### src/rtl/uart_rx_pkg.sv
package uart_rx_pkg;

    localparam int MAX_BITS = 9;
    localparam int OVS      = 16;
    localparam int OVS_W    = $clog2(OVS);
    localparam int IDX_W    = $clog2(MAX_BITS + 1);
    localparam logic [OVS_W-1:0] MID_TICK  = OVS_W'(OVS / 2);
    localparam logic [OVS_W-1:0] LAST_TICK = OVS_W'(OVS - 1);

    typedef enum logic [2:0] {
        ST_IDLE,
        ST_START,
        ST_DATA,
        ST_PAR,
        ST_STOP
    } rx_state_e;

    localparam logic [1:0] PAR_EVEN = 2'd1;
    localparam logic [1:0] PAR_ODD  = 2'd2;

    function automatic logic [IDX_W-1:0] last_index(input logic [1:0] len_sel);
        case (len_sel)
            2'd0:    return IDX_W'(6);
            2'd1:    return IDX_W'(7);
            default: return IDX_W'(8);
        endcase
    endfunction

    function automatic logic parity_used(input logic [1:0] par_sel);
        return (par_sel == PAR_EVEN) || (par_sel == PAR_ODD);
    endfunction

    function automatic logic parity_expect(input logic [MAX_BITS-1:0] data,
                                           input logic [1:0] par_sel);
        return (par_sel == PAR_ODD) ? ~(^data) : (^data);
    endfunction

endpackage

### src/rtl/uart_rx_sync.sv
module uart_rx_sync #(
    parameter int STAGES = 2
) (
    input  logic clk,
    input  logic rst_n,
    input  logic din,
    output logic dout
);
    logic [STAGES-1:0] sync_d, sync_q;

    always_comb begin
        sync_d = {sync_q[STAGES-2:0], din};
    end

    always_ff @(posedge clk or negedge rst_n) begin
        if (!rst_n) sync_q <= '1;
        else        sync_q <= sync_d;
    end

    assign dout = sync_q[STAGES-1];
endmodule

### src/rtl/uart_rx_tick.sv
module uart_rx_tick #(
    parameter int DIV_W = 8
) (
    input  logic             clk,
    input  logic             rst_n,
    input  logic [DIV_W-1:0] div_n,
    output logic             tick
);
    logic [DIV_W-1:0] cnt_d, cnt_q;

    always_comb begin
        tick  = (cnt_q >= div_n);
        cnt_d = tick ? '0 : cnt_q + 1'b1;
    end

    always_ff @(posedge clk or negedge rst_n) begin
        if (!rst_n) cnt_q <= '0;
        else        cnt_q <= cnt_d;
    end
endmodule

### src/rtl/uart_rx_frame.sv
module uart_rx_frame
    import uart_rx_pkg::*;
(
    input  logic                clk,
    input  logic                rst_n,
    input  logic                tick,
    input  logic                rxd_s,
    input  logic                rx_en,
    input  logic [1:0]          cfg_len,
    input  logic [1:0]          cfg_par,
    input  logic                cfg_stop2,
    output logic                done,
    output logic [MAX_BITS-1:0] data,
    output logic                par_bad,
    output logic                frm_bad,
    output logic                busy
);
    typedef struct packed {
        rx_state_e           st;
        logic [OVS_W-1:0]    ovs;
        logic [IDX_W-1:0]    bidx;
        logic                stop_idx;
        logic [MAX_BITS-1:0] sh;
        logic [1:0]          len;
        logic [1:0]          par;
        logic                stop2;
        logic                pbad;
        logic                fbad;
        logic                done;
        logic [MAX_BITS-1:0] dout;
        logic                pout;
        logic                fout;
    } frame_t;

    frame_t fr_d, fr_q;
    logic   frm_now;

    always_comb begin
        fr_d      = fr_q;
        fr_d.done = 1'b0;
        frm_now   = fr_q.fbad | ~rxd_s;
        if (tick) begin
            if (fr_q.st == ST_IDLE) begin
                if (rx_en && !rxd_s) begin
                    fr_d.st       = ST_START;
                    fr_d.ovs      = OVS_W'(1);
                    fr_d.sh       = '0;
                    fr_d.pbad     = 1'b0;
                    fr_d.fbad     = 1'b0;
                    fr_d.stop_idx = 1'b0;
                    fr_d.len      = cfg_len;
                    fr_d.par      = cfg_par;
                    fr_d.stop2    = cfg_stop2;
                end
            end else begin
                fr_d.ovs = fr_q.ovs + 1'b1;
                case (fr_q.st)
                    ST_START: begin
                        if (fr_q.ovs == MID_TICK && rxd_s) begin
                            fr_d.st  = ST_IDLE;
                            fr_d.ovs = '0;
                        end else if (fr_q.ovs == LAST_TICK) begin
                            fr_d.st   = ST_DATA;
                            fr_d.bidx = '0;
                        end
                    end
                    ST_DATA: begin
                        if (fr_q.ovs == MID_TICK) begin
                            fr_d.sh[fr_q.bidx] = rxd_s;
                        end else if (fr_q.ovs == LAST_TICK) begin
                            if (fr_q.bidx == last_index(fr_q.len))
                                fr_d.st = parity_used(fr_q.par) ? ST_PAR : ST_STOP;
                            else
                                fr_d.bidx = fr_q.bidx + 1'b1;
                        end
                    end
                    ST_PAR: begin
                        if (fr_q.ovs == MID_TICK)
                            fr_d.pbad = rxd_s ^ parity_expect(fr_q.sh, fr_q.par);
                        else if (fr_q.ovs == LAST_TICK)
                            fr_d.st = ST_STOP;
                    end
                    ST_STOP: begin
                        if (fr_q.ovs == MID_TICK) begin
                            fr_d.fbad = frm_now;
                            if (fr_q.stop_idx == fr_q.stop2) begin
                                fr_d.st   = ST_IDLE;
                                fr_d.ovs  = '0;
                                fr_d.done = 1'b1;
                                fr_d.dout = fr_q.sh;
                                fr_d.pout = fr_q.pbad;
                                fr_d.fout = frm_now;
                            end
                        end else if (fr_q.ovs == LAST_TICK) begin
                            fr_d.stop_idx = 1'b1;
                        end
                    end
                    default: begin
                        fr_d.st  = ST_IDLE;
                        fr_d.ovs = '0;
                    end
                endcase
            end
        end
    end

    always_ff @(posedge clk or negedge rst_n) begin
        if (!rst_n) fr_q <= '{st: ST_IDLE, default: '0};
        else        fr_q <= fr_d;
    end

    assign done    = fr_q.done;
    assign data    = fr_q.dout;
    assign par_bad = fr_q.pout;
    assign frm_bad = fr_q.fout;
    assign busy    = (fr_q.st != ST_IDLE);
endmodule

### src/rtl/uart_rx_buffer.sv
module uart_rx_buffer #(
    parameter int DW = 9
) (
    input  logic          clk,
    input  logic          rst_n,
    input  logic          load,
    input  logic [DW-1:0] load_data,
    input  logic          load_perr,
    input  logic          load_ferr,
    input  logic          rd_ack,
    output logic [DW-1:0] buf_data,
    output logic          buf_full,
    output logic          err_par,
    output logic          err_frm,
    output logic          err_ovr,
    output logic          irq
);
    typedef struct packed {
        logic [DW-1:0] data;
        logic          full;
        logic          perr;
        logic          ferr;
        logic          ovr;
        logic          irq;
    } buf_t;

    buf_t b_d, b_q;

    always_comb begin
        b_d     = b_q;
        b_d.irq = 1'b0;
        if (rd_ack) begin
            b_d.full = 1'b0;
            b_d.perr = 1'b0;
            b_d.ferr = 1'b0;
            b_d.ovr  = 1'b0;
        end
        if (load) begin
            b_d.data = load_data;
            b_d.full = 1'b1;
            b_d.perr = b_d.perr | load_perr;
            b_d.ferr = b_d.ferr | load_ferr;
            b_d.ovr  = b_d.ovr | (b_q.full & ~rd_ack);
            b_d.irq  = 1'b1;
        end
    end

    always_ff @(posedge clk or negedge rst_n) begin
        if (!rst_n) b_q <= '0;
        else        b_q <= b_d;
    end

    assign buf_data = b_q.data;
    assign buf_full = b_q.full;
    assign err_par  = b_q.perr;
    assign err_frm  = b_q.ferr;
    assign err_ovr  = b_q.ovr;
    assign irq      = b_q.irq;
endmodule

### src/rtl/uart_rx_core.sv
module uart_rx_core
    import uart_rx_pkg::*;
#(
    parameter int DIV_W = 8
) (
    input  logic                clk,
    input  logic                rst_n,
    input  logic                rxd,
    input  logic                rx_en,
    input  logic [1:0]          cfg_len,
    input  logic [1:0]          cfg_par,
    input  logic                cfg_stop2,
    input  logic [DIV_W-1:0]    div_n,
    input  logic                rd_ack,
    output logic [MAX_BITS-1:0] buf_data,
    output logic                buf_full,
    output logic                err_par,
    output logic                err_frm,
    output logic                err_ovr,
    output logic                irq
);
    logic                rxd_s;
    logic                tick;
    logic                fr_done;
    logic [MAX_BITS-1:0] fr_data;
    logic                fr_perr;
    logic                fr_ferr;
    logic                rx_busy;

    uart_rx_sync #(.STAGES(2)) u_sync (
        .clk  (clk),
        .rst_n(rst_n),
        .din  (rxd),
        .dout (rxd_s)
    );

    uart_rx_tick #(.DIV_W(DIV_W)) u_tick (
        .clk  (clk),
        .rst_n(rst_n),
        .div_n(div_n),
        .tick (tick)
    );

    uart_rx_frame u_frame (
        .clk      (clk),
        .rst_n    (rst_n),
        .tick     (tick),
        .rxd_s    (rxd_s),
        .rx_en    (rx_en),
        .cfg_len  (cfg_len),
        .cfg_par  (cfg_par),
        .cfg_stop2(cfg_stop2),
        .done     (fr_done),
        .data     (fr_data),
        .par_bad  (fr_perr),
        .frm_bad  (fr_ferr),
        .busy     (rx_busy)
    );

    uart_rx_buffer #(.DW(MAX_BITS)) u_buf (
        .clk      (clk),
        .rst_n    (rst_n),
        .load     (fr_done),
        .load_data(fr_data),
        .load_perr(fr_perr),
        .load_ferr(fr_ferr),
        .rd_ack   (rd_ack),
        .buf_data (buf_data),
        .buf_full (buf_full),
        .err_par  (err_par),
        .err_frm  (err_frm),
        .err_ovr  (err_ovr),
        .irq      (irq)
    );
endmodule

### config.mk
export PLATFORM = sky130hd
export DESIGN_NAME = uart_rx_core
export DESIGN_NICKNAME = d
export VERILOG_FILES = /design/src/rtl/uart_rx_pkg.sv /design/src/rtl/uart_rx_sync.sv /design/src/rtl/uart_rx_tick.sv /design/src/rtl/uart_rx_frame.sv /design/src/rtl/uart_rx_buffer.sv /design/src/rtl/uart_rx_core.sv
export SDC_FILE = /design/constraint.sdc
export NUM_CORES = 1
export LEC_CHECK = 0
export BUFFER_PORTS_ARGS = -buffer_cell sky130_fd_sc_hd__buf_4
export CAP_MARGIN = 10
export CORE_ASPECT_RATIO = 1.25
export CORE_MARGIN = 10
export CORE_UTILIZATION = 58
export DETAILED_ROUTE_END_ITERATION = 6
export PLACE_DENSITY = 0.83
export SYNTH_ARGS = -nofsm -noshare
export SYNTH_HDL_FRONTEND = slang
export SYNTH_HIERARCHICAL = 1
export SYNTH_SLANG_ARGS = --single-unit
export TNS_END_PERCENT = 30
### constraint.sdc
create_clock -name clk -period 5.2 [get_ports clk]
set_clock_uncertainty 0.15 [all_clocks]
set_input_delay 0.52 -clock clk [delete_from_list [all_inputs] [get_ports clk]]
set_output_delay 0.52 -clock clk [all_outputs]
set_load 0.01 [all_outputs]
* After elaboration in Yosys (flattened, before gate mapping)
Cells that the tools add are included.
** Cells by class
- Add/sub/neg operators :: 3
- Order comparisons :: 3
- Eq/ne operators :: 26
- Muxes and demuxes :: 49
- Bitwise logic cells :: 10
- Reduce and logical (&&, ||, !) cells :: 25
** Operators with widths (count)
- two-way mux 4 bit :: 12
- two-way mux 12 bit :: 3
- two-way mux 7 bit :: 4
- two-way mux 13 bit :: 2
- two-way mux 3 bit :: 8
- two-way mux 9 bit :: 2
- two-way mux 17 bit :: 1
- one-hot mux 4 bit (2 select lines) :: 2
- != test 3 x 1 -> 1 bit (second input constant) :: 5
- nonzero test 2 bit :: 7
- one-hot mux 3 bit (4 select lines) :: 1
- one-hot mux 4 bit (3 select lines) :: 1
- AND reduction 4 bit :: 3
- two-way mux 10 bit :: 1
- AND reduction 10 bit :: 1
- AND reduction 5 bit :: 2
- bitwise mux 9 bit :: 1
- parity 9 bit :: 1
- adder 4 x 1 -> 4 bit (second input constant) :: 2
- adder 8 x 1 -> 8 bit (second input constant) :: 1
- == test 4 bit (second input constant) :: 2
- >= comparator 8 bit :: 1
- two-way mux 8 bit :: 1
- != test 2 bit (second input constant) :: 4
- other kinds (29) :: 48
** Storage, ports and cells
- Register bits after elaboration :: 64
- Input bits :: 18
- Output and inout bits :: 14

* Depth between registers and ports, before layout
Gate-level depths: netlist of run 1.
- Word-level depth :: 13
- Depth in mapped cells :: 10
- Depth with buffers taken out :: 9

* Hierarchy
Netlist of run 1, hierarchy kept.
** By module, submodules not included
- uart_rx_frame :: times used 1, cells each 229, area an instance 2244.7 um2
- uart_rx_tick :: times used 1, cells each 54, area an instance 555.5 um2
- uart_rx_buffer :: times used 1, cells each 30, area an instance 526.8 um2
- uart_rx_sync :: times used 1, cells each 2, area an instance 52.6 um2

* Worst setup path before layout of run 1
Ideal clock, no wire load.
- Path type :: input-to-reg
- From :: in div_n[7]
- To :: reg u_frame/fr_q[31] (netlist bit)
- Arrival :: 2.200 ns
- Required time :: 4.921 ns
- Path slack :: 2.721 ns
- Stages :: 9
- Path buffers :: 1
- Cells stage by stage :: inv_1 -> ha_1 -> and3_1 -> o211ai_1 -> o21ai_2 -> clkbuf_1 -> nand2_1 -> o31ai_1 -> o21ai_1
** On the way
- Word-level cells in the longest chain between the ends :: 2
** Ends and longest elaborated chain
- start, declared :: RTL line uart_rx_core.sv:13 : input logic [DIV_W-1:0] div_n,
- >= comparator 8 bit :: RTL line uart_rx_tick.sv:12 : tick = (cnt_q >= div_n);
- named net tick :: RTL line uart_rx_core.sv:23 : logic tick;
- AND reduction 8 bit (no line)
- end signal, assigned :: RTL line uart_rx_frame.sv:109 : else fr_q <= fr_d;
- end, declared :: RTL line uart_rx_frame.sv:35 : frame_t fr_d, fr_q;
The timed path passes the listed nets, and every way through them passes these cells.
A chain may end at the register's enable or synchronous reset.

* Worst setup path in the final report of run 1
- From :: reg u_tick.cnt_q[7]
- To :: reg u_frame.fr_q, in the netlist u_frame/data[6]
** On the way
- Word-level cells in the longest chain between the ends :: 2
** Ends and longest elaborated chain
- start, declared :: RTL line uart_rx_tick.sv:9 : logic [DIV_W-1:0] cnt_d, cnt_q;
- start signal, assigned :: RTL line uart_rx_tick.sv:18 : else cnt_q <= cnt_d;
- >= comparator 8 bit :: RTL line uart_rx_tick.sv:12
- named net tick :: RTL line uart_rx_core.sv:23
- AND reduction 5 bit (no line)
The timed path passes the listed nets, and every way through them passes these cells.

==> results of run 1 <==
==> stage by stage <==
step | cell area [sq um] | std cells | setup slack, ns
finish | 3830 | 408 | 2.14
global placement | 3560 | 392 | 2.09
CTS | 3830 | 408 | 2.15
floorplan | 3380 | 315 | 2.72
global route | 3830 | 408 | 1.89
detailed placement | 3560 | 392 | 1.92
==> Yosys cell counts (all sizes together) (3+ instances only) <==
master  count  share of area [%]
mux2       24                8.7
xor2        5                1.3
nand4       3               0.74
clkbuf      5               0.56
o211ai      4                1.2
dfrtp      62                 46
xnor2      13                3.4
nor3        3               0.44
nor2       18                2.0
nand3      12                1.8
ha         16                5.9
nand2b      3               0.78
buf        15                3.4
o21ai      26                4.1
nand2      26                2.9
nor2b       3               0.56
a21oi      15                2.2
inv        21                2.3
a22o        3               0.85
a21o        3               0.70
and3        6                1.1
==> logic make-up (layout without fill, tap and decap cells) <==
| family | after synthesis | after routing | share of synthesized area [%] |
|---|---|---|---|
| flops | 64 | 64 | 47.5 |
| fa+ha+maj | 16 | 16 | 5.92 |
| compound gates | 65 | 65 | 13.3 |
| simple gates | 87 | 87 | 13.7 |
| xor+xnor | 18 | 18 | 4.66 |
| buf+inv | 41 | 68 | 6.29 |
| mux | 24 | 24 | 8.66 |
==> cells in the final DEF (no fill, tap or decap), drive strengths merged, types with 3 or more instances in the layout <==
cell type	synthesis	final
xnor2	13	13
inv	21	22
nand2	26	26
and3	6	6
nand2b	3	3
mux2	24	24
nor2b	3	3
a22o	3	3
dfrtp	62	62
xor2	5	5
buf	15	31
bufinv	0	4
o21ai	26	26
a21oi	15	15
nor3	3	3
ha	16	16
a21o	3	3
clkbuf	5	9
nand3	12	12
nor2	18	18
nand4	3	3
o211ai	4	4
==> critical path, cell delays in order, from the launching register on <==
cell      delay (ns)
dfrtp_1         0.41
ha_1            0.32
and3_1          0.22
o211ai_1        0.13
o21ai_2         0.67
nand4_2         0.54
mux2_1          0.48
==> final cells by class <==
cell class              instances  area [sq um]
fillers                       434          1910
well taps                      66          82.6
flip-flops and latches         64          1600
repair buffers                 31           233
clock inverters                 7           143
clock buffers                   9           124
multi-input cells             210          1560
inverters                      21          78.8
==> path summary, 6_finish.rpt <==
kind	startpoint	endpoint	slack, ns	depth (start not counted)
worst min-delay path	rst_n	u_buf/irq	0.1	1
min in group clk	rxd	u_sync/sync_q[0]	0.14	1
worst max-delay path	u_tick/cnt_q[7]	u_frame/data[6]	2.14	6
worst max register to register	u_tick/cnt_q[7]	u_frame/data[6]	2.14	6
worst min register to register	u_sync/sync_q[0]	u_sync/sync_q[1]	0.21	0
max in group asynchronous	rst_n	u_frame/fr_q[39]	4.30	1
==> power breakdown <==
group | internal [W] | switching, W | total (W)
clock | 0.000369 | 0.000203 | 0.000571
combinational | 0.000120 | 0.000143 | 0.000263
sequential | 0.000543 | 0.0000548 | 0.000597
total | 0.00103 | 0.000401 | 0.00143
==> layer usage <==
layer	wire (um)	global-route usage, %
met5	0	0
met3	267	3.08
met2	3380	24.5
met4	170	8.33
met1	2610	17.0
==> sequential cells by signal, indices dropped and copies added, names as in the netlist <==
name and cells:
u_sync/sync_q 2, u_buf/buf_data 9, u_frame/data 9, u_frame/fr_q 28
u_buf/buf_full 1, u_buf/err_par 1, u_tick/cnt_q 8, u_buf/err_ovr 1
u_frame/par_bad 1, u_buf/irq 1, u_frame/frm_bad 1, u_frame/done 1
u_buf/err_frm 1
==> out/metrics.yaml, run 1 <==
sta:
  final-max-slew-violation-count: 0
  period_minus_slack_ns: 3.06
  finalSetupTns_ns: 0
  fmax_ghz: 0.327
  max_slew.worst_pin.slew_ns: 1.19
  holdWs_ns: 0.0954
  fin_crit_sh_pct: 58.8
  hold_viol: 0
  grt_setup_unrepaired: "false"
  relSlewSlack_pct: 20.2
  setup_violations: 0
detailed_routing:
  routed_via_density: 5.70
  detail-route-antenna-nets: 0
  finalWirelength_um: 6430
  dr.pass1.iters: 4
  drc: 0
  vias: 2325
  drt_iter0_drc: 118
  wl_per_cell_um: 15.8
finish:
  fin_nets: 371
  areaGrowthSynthToFinish_pct: 13.3
  antenna_cells: 0
  drive_gt1_share_pct: 23.1
  fin_util_pct: 66.7
logic_synthesis:
  ys_types: 54
  netlist_area_sq_mm: 0.00338
  yosys_register_bits: 64
  syn-num-nets: 349
  netlist_instances: 315
  synth-warning-count: 6
  synth_edf_count: 0
  synth-async-reset-ratio_pct: 100
  avgSynthCellArea_sq_um: 10.7
  yosysSeqAreaShare_pct: 47.5
  ys.flop_type: "dfrtp_1"
die:
  dieArea_sq_mm: 0.00930
  coreArea_sq_mm: 0.00574
  io_pins: 32
  rows: 31
  die_x_um: 88.3
  initial_core_util_pct: 58.9
  die_y_um: 105
cts:
  clk_path_buf_depth: 2
  clock_latency_ns: 0.34
  root_buffer: "clkbuf_8"
  cts_max_level: 3
  cts_buffers: 9
  cts_resized: 0
  clkSinkCount: 64
  post_cts_buffers: 0
  cts_tree: "yes"
  cts_hold_buf: 0
  clkTransAtPathRegs_ns: 0.07
worst_setup_path:
  start_kind: "flop"
  crit_path_end_kind: "flop"
  crit_required_ns: 5.27
  path_max_fanout: 23
  crit_type: "flop to flop"
  arrival_ns: 3.13
power:
  leakagePower_nw: 1.94
  power_w: 0.00143
  vdd_drop_max_v: 0.000180
  power_density_mw_per_mm2: 374
grt:
  grt_max_degree: 65
  grt_pass1_wl_um: 11000
  track_usage_pct: 14.7
  gr-total-overflow: 0
  grt_pass1_vias: 2371
  antenna_found_initial: 0
hold_path:
  min_path_type: "primary input to async pin"
placed_design:
  numPortBuffers: 31
  gp_routability_congestion: 0.908
  hpwl_um: 4670
run_status:
  status: "complete, no violations"
job:
  cap_violations: 0
No activity file was read; power rests on OpenSTA's default activity.
==> inputs of run 2 (changes only) <==
--- a/config.mk
+++ b/config.mk
@@ -9,9 +9,9 @@
 export CAP_MARGIN = 10
 export CORE_ASPECT_RATIO = 1.25
 export CORE_MARGIN = 10
-export CORE_UTILIZATION = 58
+export CORE_UTILIZATION = 53
 export DETAILED_ROUTE_END_ITERATION = 6
-export PLACE_DENSITY = 0.83
+export PLACE_DENSITY = 0.8
 export SYNTH_ARGS = -nofsm -noshare
 export SYNTH_HDL_FRONTEND = slang
 export SYNTH_HIERARCHICAL = 1
==> constraint.sdc (replaced) <==
create_clock -name clk -period 2.8 [get_ports clk]
set_clock_uncertainty 0.15 [all_clocks]
set_input_delay 0.28 -clock clk [delete_from_list [all_inputs] [get_ports clk]]
set_output_delay 0.28 -clock clk [all_outputs]
set_load 0.01 [all_outputs]
==> out/metrics.yaml, run 2 (synthesized netlist as in run 1, its figures left out) <==
grt:
  grt_pass1_wl_um: 11300  # was 11,000 um
  grt_pass1_vias: 2474  # was 2,371
  gr-total-overflow: 0  # unchanged
  grt_max_degree: 65  # unchanged
  antenna_found_initial: 0  # unchanged
  track_usage_pct: 13.9  # was 14.7%
worst_setup_path:
  path_max_fanout: 14  # was 23
  crit_required_ns: 2.88  # was 5.27 ns
  rr_worst_depth: 6  # unchanged
  r2r_start: "u_tick/cnt_q[6]"  # was u_tick/cnt_q[7]
  reg2reg_slack_ns: 0.22  # was 2.14 ns
  reg2reg_to: "u_frame/fr_q[16]"  # was u_frame/data[6]
  start_kind: "flop"  # unchanged
  startpoint: "u_tick/cnt_q[6]"  # was u_tick/cnt_q[7]
  arrival_ns: 2.66  # was 3.13 ns
  crit_type: "flop to flop"  # unchanged
  crit_path_end_kind: "flop"  # unchanged
  crit_end: "u_frame/fr_q[16]"  # was u_frame/data[6]
placed_design:
  hpwl_um: 4560  # was 4670 um
  gp_routability_congestion: 0.817  # was 0.908
  numPortBuffers: 31  # unchanged
  placed_area_sq_mm: 0.00361  # was 0.00356 sq mm
detailed_routing:
  wl_per_cell_um: 14.5  # was 15.8 um
  drc: 0  # unchanged
  drt_iter0_drc: 100  # was 118
  dr.pass1.iters: 5  # was 4
  detail-route-antenna-nets: 0  # unchanged
  vias: 2365  # was 2,325
  routed_via_density: 5.42  # was 5.70
  finalWirelength_um: 6330  # was 6430 um
die:
  rows: 32  # was 31
  die_y_um: 109  # was 105 um
  die_x_um: 91.4  # was 88.3 um
  io_pins: 32  # unchanged
  coreArea_sq_mm: 0.00621  # was 0.00574 sq mm
  initial_core_util_pct: 54.5  # was 58.9%
  dieArea_sq_mm: 0.00999  # was 0.00930 sq mm
cts:
  post_cts_buffers: 0  # unchanged
  root_buffer: "clkbuf_8"  # unchanged
  clock_latency_ns: 0.35  # was 0.34 ns
  cts_max_level: 3  # unchanged
  clkTransAtPathRegs_ns: 0.07  # about the same
  clkSinkCount: 64  # unchanged
  cts_tree: "yes"  # unchanged
  clk_path_buf_depth: 2  # unchanged
  cts_buffers: 9  # unchanged
power:
  leakagePower_nw: 1.95  # was 1.94 nW
  power_density_mw_per_mm2: 630  # was 374 mW/mm^2
  vdd_drop_max_v: 0.000349  # was 0.000180 V
  power.share.clock_pct: 33.3  # was 39.9%
  intPower_w: 0.00170  # was 0.00103 W
  power_frac_seq_pct: 45.6  # was 41.7%
  pwr-share-comb_pct: 21.1  # was 18.4%
  swShare_pct: 30.4  # was 28.0%
  power_switching_w: 0.000742  # was 0.000401 W
finish:
  largest_reg_flops: 28  # unchanged
  drive_gt1_share_pct: 23.6  # was 23.1%
  layout_common_cells: "62 x dfrtp_1, 35 x buf_4, 26 x nand2_1"  # was 62 x dfrtp_1, 31 x buf_4, 26 x nand2_1
  final_area_sq_mm: 0.00388  # was 0.00383 sq mm
  final_common_cell: "dfrtp_1"  # unchanged
  fin_util_pct: 62.5  # was 66.7%
  areaGrowthSynthToFinish_pct: 14.8  # was 13.3%
  antenna_cells: 0  # unchanged
  largest-register: "u_frame/fr_q"  # unchanged
  seq_area_sq_mm: 0.00160  # unchanged
  n_fill_cell: 493  # was 434
  fin_nets: 380  # was 371
  multi_input_area_sq_mm: 0.00157  # was 0.00156 sq mm
sta:
  fmax_ghz: 0.388  # was 0.327 GHz
  setup_violations: 0  # unchanged
  finalSetupTns_ns: 0  # unchanged
  max_slew.worst_pin.slew_ns: 0.761  # was 1.19 ns
  hold_viol: 0  # unchanged
  period_minus_slack_ns: 2.58  # was 3.06 ns
  fin_crit_sh_pct: 92.0  # was 58.8%
  grt_setup_unrepaired: "false"  # unchanged
  relSlewSlack_pct: 49.3  # was 20.2%
  final-max-slew-violation-count: 0  # unchanged
job:
  cap_violations: 0  # unchanged
run_status:
  status: "complete, no violations"  # unchanged
hold_path:
  min_path_type: "primary input to flop"  # was primary input to async pin
==> run 2: layout make-up <==
class,instances,share of cell area [%]
Timing Repair Buffer,40,8.06
Clock buffer,11,3.90
Multi-Input combinational cell,210,40.5
Sequential cell,64,41.4
Clock inverter,5,1.42
Tap cell,85,2.74
Inverter,21,2.03
==> run 2: critical path: stages (launching register included) <==
cell	delay (ns)
dfrtp_1	0.42
ha_1	0.31
and3_1	0.20
o211ai_1	0.14
o21ai_4	0.36
and3_1	0.48
mux2_2	0.39
==> run 2: routing by layer <==
metal	global-route usage, %	vias up	part of all wire, %
met5	0	-	0
met4	8.97	0	2.7
met1	15.8	1146	43
li1	-	1156	-
met3	3.99	16	4.8
met2	22.6	47	50
==> run 2: worst min-delay path by stage <==
stage,startpoint,to,slack (ns),cells past startpoint
final,cfg_par[0],u_frame/fr_q[15],0.01,3
after global routing,cfg_len[1],u_frame/fr_q[18],0.02,2
after CTS,cfg_par[0],u_frame/fr_q[15],0.008,3
after detailed placement,u_sync/sync_q[0],u_sync/sync_q[1],0.20,0
after global placement,u_sync/sync_q[0],u_sync/sync_q[1],0.20,0
after floorplan,rst_n,u_buf/buf_data[0],-0.17,0
==> run 2: timing repair <==
action,CTS,global route
hold endpoints to repair,66,0
hold buffers,5,0
setup endpoints to repair,0,13
resized for setup,0,1
==> run 2: metrics by stage <==
step | std cells | hold WS, ns | total power (W) | worst slack [ns]
detailed placement | 415 | 0.197 | 0.00164 | 0.134
global route | 436 | 0.0171 | 0.00260 | 0.0464
CTS | 436 | 0.00797 | 0.00246 | 0.105
finish | 436 | 0.00961 | 0.00244 | 0.224
global placement | 415 | 0.197 | 0.00160 | 0.222
floorplan | 315 | -0.166 | 0.00148 | 0.480
==> run 2: power groups by stage <==
stage	Combinational (W)	Sequential (W)	Clock (W)
2_1_floorplan	0.000379	0.00110	0
6_report	0.000516	0.00111	0.000814
3_5_place_dp	0.000508	0.00113	0
4_1_cts	0.000518	0.00111	0.000834
5_1_grt	0.000593	0.00112	0.000880
3_3_place_gp	0.000477	0.00112	0
